===== src/rtl/pf_victim_pkg.sv =====
// Package: shared constants and the hint-class encoding of the victim selector.
// Assumes four hint classes addressed by a 2-bit code.
package pf_victim_pkg;
    localparam int NUM_HINTS = 4;
    localparam int HINT_W    = $clog2(NUM_HINTS);

    typedef enum logic [HINT_W-1:0] {
        HINT_NTA = 2'd0,
        HINT_T0  = 2'd1,
        HINT_T1  = 2'd2,
        HINT_T2  = 2'd3
    } pf_hint_e;
endpackage


===== src/rtl/pf_lock_regs.sv =====
// Module: holds the lockout register, one WAYS-bit field per hint class,
// field h occupying bits [h*WAYS +: WAYS]. Writes land at the clock edge.
// Assumes a synchronous active-low reset.
module pf_lock_regs #(
    parameter int WAYS  = 16,
    parameter int HINTS = 4,
    localparam int REG_W = WAYS * HINTS
) (
    input  logic                        clk,
    input  logic                        rst_n,
    input  logic                        wr_en,
    input  logic [REG_W-1:0]            wr_data,
    output logic [REG_W-1:0]            rd_data,
    output logic [HINTS-1:0][WAYS-1:0]  masks
);
    logic [REG_W-1:0] lock_q;

    // Load the register on a write, clear it on reset.
    always_ff @(posedge clk) begin
        if (!rst_n)     lock_q <= '0;
        else if (wr_en) lock_q <= wr_data;
    end

    assign rd_data = lock_q;

    // Slice the flat register into per-class masks.
    for (genvar h = 0; h < HINTS; h++) begin : g_field
        assign masks[h] = lock_q[h*WAYS +: WAYS];
    end

    p_readback_r1: assert property (@(posedge clk) disable iff (!rst_n)
        $past(wr_en) |-> rd_data == $past(wr_data));
    p_reset_clear_r2: assert property (@(posedge clk) disable iff (!rst_n)
        !$past(rst_n) |-> rd_data == '0);
endmodule


===== src/rtl/pf_elig_mask.sv =====
// Module: turns the class masks into the set of ways a miss may fill.
// Prefetch misses exclude ways locked for their class; demand misses see all
// ways. Purely combinational.
module pf_elig_mask #(
    parameter int WAYS  = 16,
    parameter int HINTS = 4,
    localparam int HINT_W = $clog2(HINTS)
) (
    input  logic [HINTS-1:0][WAYS-1:0] masks,
    input  logic                       is_pf,
    input  logic [HINT_W-1:0]          hint,
    output logic [WAYS-1:0]            elig
);
    // Choose the class mask, invert it, or open every way on demand.
    always_comb begin
        if (is_pf) elig = ~masks[hint];
        else       elig = '1;
    end
endmodule


===== src/rtl/pf_rr_pick.sv =====
// Module: round-robin search over eligible ways, starting at ptr and
// wrapping. Assumes WAYS is a power of two so index arithmetic wraps.
module pf_rr_pick #(
    parameter int WAYS = 16,
    localparam int PTR_W = $clog2(WAYS)
) (
    input  logic [WAYS-1:0]  elig,
    input  logic [PTR_W-1:0] ptr,
    output logic             found,
    output logic [PTR_W-1:0] way_idx,
    output logic [WAYS-1:0]  way_onehot
);
    logic [PTR_W-1:0] probe;

    // Walk forward from the pointer and keep the first eligible way.
    always_comb begin
        found   = 1'b0;
        way_idx = '0;
        probe   = '0;
        for (int i = 0; i < WAYS; i++) begin
            probe = ptr + PTR_W'(i);
            if (!found && elig[probe]) begin
                found   = 1'b1;
                way_idx = probe;
            end
        end
    end

    // Expand the chosen index to a one-hot vector.
    always_comb begin
        if (found) way_onehot = WAYS'(1) << way_idx;
        else       way_onehot = '0;
    end
endmodule


===== src/rtl/pf_ptr_table.sv =====
// Module: one round-robin pointer per set, with a combinational read and a
// clocked write. A write becomes visible to reads in the next cycle.
module pf_ptr_table #(
    parameter int WAYS = 16,
    parameter int SETS = 64,
    localparam int PTR_W = $clog2(WAYS),
    localparam int SET_W = $clog2(SETS)
) (
    input  logic             clk,
    input  logic             rst_n,
    input  logic [SET_W-1:0] rd_set,
    output logic [PTR_W-1:0] rd_ptr,
    input  logic             wr_en,
    input  logic [SET_W-1:0] wr_set,
    input  logic [PTR_W-1:0] wr_ptr
);
    logic [PTR_W-1:0] ptr_q [SETS];

    // Clear every pointer on reset and update one set on allocation.
    always_ff @(posedge clk) begin
        if (!rst_n) begin
            for (int s = 0; s < SETS; s++) ptr_q[s] <= '0;
        end else if (wr_en) begin
            ptr_q[wr_set] <= wr_ptr;
        end
    end

    assign rd_ptr = ptr_q[rd_set];

    p_ptr_update_r8: assert property (@(posedge clk) disable iff (!rst_n)
        wr_en && rd_set == wr_set |=> rd_ptr == $past(wr_ptr) || rd_set != $past(wr_set));
endmodule


===== src/rtl/pf_victim_select.sv =====
// Module: top of the victim selector. Combines the lockout register, the
// eligibility filter, the per-set pointers and the round-robin search. The
// result is registered, so it appears one cycle after the miss. Assumes
// WAYS and SETS are powers of two and that the hint is known during a miss.
module pf_victim_select
    import pf_victim_pkg::*;
#(
    parameter int WAYS = 16,
    parameter int SETS = 64,
    localparam int PTR_W = $clog2(WAYS),
    localparam int SET_W = $clog2(SETS),
    localparam int REG_W = WAYS * NUM_HINTS
) (
    input  logic             clk,
    input  logic             rst_n,
    input  logic             cfg_wr_en,
    input  logic [REG_W-1:0] cfg_wr_data,
    output logic [REG_W-1:0] cfg_rd_data,
    input  logic             miss_valid,
    input  logic             miss_is_pf,
    input  logic [HINT_W-1:0] miss_hint,
    input  logic [SET_W-1:0] miss_set,
    output logic             vic_valid,
    output logic [WAYS-1:0]  vic_way,
    output logic             vic_no_alloc
);
    logic [NUM_HINTS-1:0][WAYS-1:0] masks;
    logic [WAYS-1:0]  elig;
    logic [PTR_W-1:0] cur_ptr;
    logic             found;
    logic [PTR_W-1:0] pick_idx;
    logic [WAYS-1:0]  pick_onehot;
    logic             alloc;

    pf_lock_regs #(.WAYS(WAYS), .HINTS(NUM_HINTS)) u_regs (
        .clk     (clk),
        .rst_n   (rst_n),
        .wr_en   (cfg_wr_en),
        .wr_data (cfg_wr_data),
        .rd_data (cfg_rd_data),
        .masks   (masks)
    );

    pf_elig_mask #(.WAYS(WAYS), .HINTS(NUM_HINTS)) u_elig (
        .masks (masks),
        .is_pf (miss_is_pf),
        .hint  (miss_hint),
        .elig  (elig)
    );

    pf_ptr_table #(.WAYS(WAYS), .SETS(SETS)) u_ptrs (
        .clk    (clk),
        .rst_n  (rst_n),
        .rd_set (miss_set),
        .rd_ptr (cur_ptr),
        .wr_en  (alloc),
        .wr_set (miss_set),
        .wr_ptr (pick_idx + PTR_W'(1))
    );

    pf_rr_pick #(.WAYS(WAYS)) u_pick (
        .elig       (elig),
        .ptr        (cur_ptr),
        .found      (found),
        .way_idx    (pick_idx),
        .way_onehot (pick_onehot)
    );

    // An allocation happens only for a presented miss that found a way.
    assign alloc = miss_valid && found;

    // Register the result so it appears in the cycle after the miss.
    always_ff @(posedge clk) begin
        if (!rst_n) begin
            vic_valid    <= 1'b0;
            vic_way      <= '0;
            vic_no_alloc <= 1'b0;
        end else begin
            vic_valid    <= miss_valid;
            vic_way      <= miss_valid ? pick_onehot : '0;
            vic_no_alloc <= miss_valid && !found;
        end
    end

    p_locked_way_r4: assert property (@(posedge clk) disable iff (!rst_n)
        vic_valid && !vic_no_alloc |-> (vic_way & ~$past(elig)) == '0);
    p_noalloc_zero_r5: assert property (@(posedge clk) disable iff (!rst_n)
        vic_no_alloc |-> vic_valid && vic_way == '0);
    p_demand_alloc_r6: assert property (@(posedge clk) disable iff (!rst_n)
        miss_valid && !miss_is_pf |=> vic_valid && !vic_no_alloc);
    p_onehot_r9: assert property (@(posedge clk) disable iff (!rst_n)
        vic_valid && !vic_no_alloc |-> $onehot(vic_way));
    p_latency_r9: assert property (@(posedge clk) disable iff (!rst_n)
        miss_valid |=> vic_valid);
    p_idle_r9: assert property (@(posedge clk) disable iff (!rst_n)
        !miss_valid |=> !vic_valid && vic_way == '0 && !vic_no_alloc);
endmodule


===== config.mk =====
export PLATFORM = sky130hd
export DESIGN_NAME = pf_victim_select
export DESIGN_NICKNAME = d
export VERILOG_FILES = /design/src/rtl/pf_victim_pkg.sv /design/src/rtl/pf_lock_regs.sv /design/src/rtl/pf_elig_mask.sv /design/src/rtl/pf_rr_pick.sv /design/src/rtl/pf_ptr_table.sv /design/src/rtl/pf_victim_select.sv
export SDC_FILE = /design/constraint.sdc
export NUM_CORES = 1
export LEC_CHECK = 0
export CORE_ASPECT_RATIO = 1.25
export CORE_MARGIN = 1.5
export CORE_UTILIZATION = 45
export DETAILED_ROUTE_END_ITERATION = 12
export GPL_TIMING_DRIVEN = 0
export PLACE_DENSITY = 0.69
export SYNTH_ARGS = -nofsm -noshare
export SYNTH_HDL_FRONTEND = slang
export SYNTH_SLANG_ARGS = --single-unit

===== constraint.sdc =====
create_clock -name clk -period 9.2 [get_ports clk]
set_input_delay 0.92 -clock clk [delete_from_list [all_inputs] [get_ports clk]]
set_output_delay 0.92 -clock clk [all_outputs]
set_load 0.02 [all_outputs]

==> summary.txt <==
Floorplan
  • Initial Utilization: 45.7%
  • CORE AREA: 42,000 µm²
  • I/O Pins: about 160
  • Chip height: 234 µm
  • Die Area: about 44,000 µm²
  • Die width: around 190 µm
  • Cell Rows: 84

Clock network
  • CTS sink count: roughly 340
  • H-tree depth: 2
  • Root buf cell: clkbuf_16
  • Clock Tree Buf Depth: 3
  • Clock-pin slew on the worst setup and hold paths: around 0.06 ns
  • Cts hold-fix bufs: 0
  • CTS tree: done
  • Clock Latency Late Sink: 0.55 ns
  • TritonCTS Buffers: 36

Yosys
  • Synthesized area per cell: about 11 µm²
  • Primary FF master, synth: edfxtp_1
  • YS warnings: 0
  • Syn Nets: 1,824
  • Top post-synthesis cells by area: edfxtp_1 (40%), dfxtp_1 (8.6%), mux2i_1 (6.9%), mux4_2 (5.7%), nor2_1 (3.7%)
  • Asr flop ratio synth: 0%
  • Post-synthesis cell type count: just under 100
  • Share of the synthesized area in the top cell type: around two fifths
  • Synth area leader: edfxtp_1
  • #FFs+latches synth: between 300 and 400
  • Post-Syn Area: between 15,000 and 20,000 µm²
  • Mapped Cells: approximately 1,700
  • Register area share after synthesis: roughly 49%
  • EDFF count, synth: 256

Placement
  • Placement Cell Area: ~21,000 µm²
  • HPWL Detailed: between 50 and 60 mm
  • IO Port Bufs: around 160
  • Routability cong.: roughly 1.0

Drt
  • Starting DRT DRC Count: 2,546
  • First-pass DRT Iterations: 6
  • Final WL: about 78 mm
  • Drt wl/cell: ~31 µm
  • Detail Route Antenna Nets: 0
  • Via density: between 6 and 7
  • DRC Markers: 0
  • Routed vias: about 17,000

STA
  • Slew Viols, Final: 6
  • Rel. slew slack: -8.13%
  • RSZ-0062 raised after global routing: false
  • Slew @ Worst Pin: 1.62 ns
  • # setup viols final: 5
  • Final WS setup: -0.0364 ns
  • Hold Violations, Final: 0
  • Achievable Freq: about 110 MHz
  • Final Critical Period: 9.24 ns
  • Final Cycle Share: 100%
  • Clock skew: roughly 0.027 ns

Final layout
  • Fill count: approximately 3,700
  • Area Growth Syn to Fin: 18.9%
  • Leading cell type in the layout, fill and taps excluded: edfxtp_1
  • Commonest non-fill, non-tap cells in the layout: edfxtp_1 (256), nor2_1 (190), clkdlybuf4s50_1 (152), mux2i_1 (130), nand2_1 (97)
  • Finished Cell Area: between 20,000 and 25,000 µm²
  • Share of cells above drive strength 1: between 10% and 20%
  • Number of diodes: 0
  • Nets@finish: ~2,000

GRT
  • First-pass GRT wire length: 110 mm
  • Met2 Use GR: 56.9%
  • Largest net degree at the start of global routing: 15
  • Vias in the first global route: roughly 16,000
  • Total GRT Usage: a little over a third
  • Total gr overflow: 0
  • Initial antenna violation count: 1
  • M1 GR Usage: between 40% and 50%
  • Most crowded layer after global routing: met2
  • GR Util met3: under 10%

Worst setup path
  • Setup slack, reg-to-reg: around 1.2 ns
  • Worst setup path start: miss_set[0]
  • R2r worst-path depth: 27
  • CP max stage cell: a311oi_1
  • Kind of critical path: input port to flop
  • Crit path launch type: input port
  • Worst path arrival time: slightly below 10 ns
  • Data required time of the critical path: ~9.6 ns
  • CP peak stage delay: about 0.7 ns
  • Most Frequent Cell on Critical Path: buf_6
  • Worst-path fanout max: 11
  • Crit end category: flop
  • Crit Reg-Reg Endpoint: u_ptrs.ptr_q[3][2]
  • Worst R2R Start: u_ptrs.ptr_q[29][0]

Pwr
  • Pwr Total: around 4.5 mW
  • Power per cell area: slightly below 200 nW/µm²
  • Peak VDD IR: slightly below 0.2 mV
  • Leak pwr: 7.98 nW

Min path
  • Hold EP: u_regs.masks[15]
  • Hold Path Class: flop to flop
  • Hold_sp: u_regs.masks[15]
  • Hold Crit Depth: 2

Flow run
  • Max Cap Viol: 2

Status
  • Failing checks: capacitance limit, slew limit, setup timing
  • Status: complete, but fails checks
cell usage after synthesis (all sizes together) (59+ instances only):
master  instances
edfxtp        256
nor2          193
mux2i         132
nand2         107
buf            84
o21ai          84
dfxtp          82
nor3           81
clkbuf         79
nor2b          70
a211oi         67
a21oi          59
layer usage:
metal  wire (µm)  part of all wire [%]
met5          10                 0.013
met3        8240                    11
met4        6580                   8.5
met2       36200                    47
met1       26700                    34
critical path, delay by kind of cell:
family                   cells  cell delay [ns]
buffers and inverters       11             2.43
AO/OA/AOI/OAI                7             2.12
AND/OR/NAND/NOR              7             2.02
multiplexers                 3             1.24
adder cells (fa/ha/maj)      3             0.83
report_power, final:
group,leakage (nW),switching (mW),internal (mW),total (mW)
Clock,0.563,0.629,0.843,1.47
Combinational,4.09,0.862,0.409,1.27
Sequential,3.32,0.0307,1.70,1.73
final cells by class:
| type | instances | area [µm²] | area share, % |
|---|---|---|---|
| buffer | 152 | 900 | 3.94 |
| clock buffer | 47 | 983 | 4.31 |
| clock inverter | 16 | 173 | 0.756 |
| inverter | 22 | 82.6 | 0.362 |
| multi-input combinational | 1211 | 9020 | 39.5 |
| sequential | 338 | 9330 | 40.9 |
| tap | 559 | 699 | 3.06 |
| timing repair buffer | 163 | 1650 | 7.22 |
sequential cells by signal (all words and copies together) (netlist names):
register / flops
u_ptrs.ptr_q: 256
u_regs.masks: 64
vic_no_alloc: 1
vic_valid: 1
vic_way: 16
kinds of logic (layout without fill, tap and decap cells):
logic type	count (synthesis)	in the layout	share of synthesized area (%)
fa+ha+maj	13	13	0.847
xor+xnor	6	6	0.274
flops	338	338	48.6
simple gates	613	613	16.1
compound gates	375	375	15.1
buf+inv	185	400	5.12
mux	204	204	14.0
repair_timing:
action | 4_1_cts | 5_1_grt
hold endpoints to repair | 0 | 0
cloned | 0 | 0
setup buffers | 4 | 3
endpoints found under the setup margin | 500 | 397
resized for setup | 52 | 19
pin swaps | 3 | 6
metrics by stage:
stage / std cells / hold WS, ns / setup TNS, ns / worst slack, ns / util [%]
final: 2508 / 0.540 / -0.0899 / -0.0364 / 54.3
after global routing: 2508 / 0.565 / 0 / 0.0139 / 54.3
after CTS: 2506 / 0.540 / 0 / 0.00560 / 54.1
after detailed placement: 2448 / 0.530 / -711.21 / -2.57 / 51.0
after global placement: 2448 / 0.519 / -698.61 / -2.57 / 51.0
after floorplan: 1734 / 0.598 / 0 / 1.18 / -
worst max path at each step:
stage | end | slack [ns] | cells after the start
4_1_cts | u_ptrs.ptr_q[25][2] | 0.006 | 35
3_3_place_gp | u_ptrs.ptr_q[52][2] | -2.57 | 32
5_1_grt | u_ptrs.ptr_q[19][2] | 0.01 | 33
3_5_place_dp | u_ptrs.ptr_q[22][2] | -2.57 | 32
6_report | u_ptrs.ptr_q[3][2] | -0.04 | 31
2_1_floorplan | u_ptrs.ptr_q[11][2] | 1.18 | 33
Note: power is estimated with default switching activity, not from simulation.
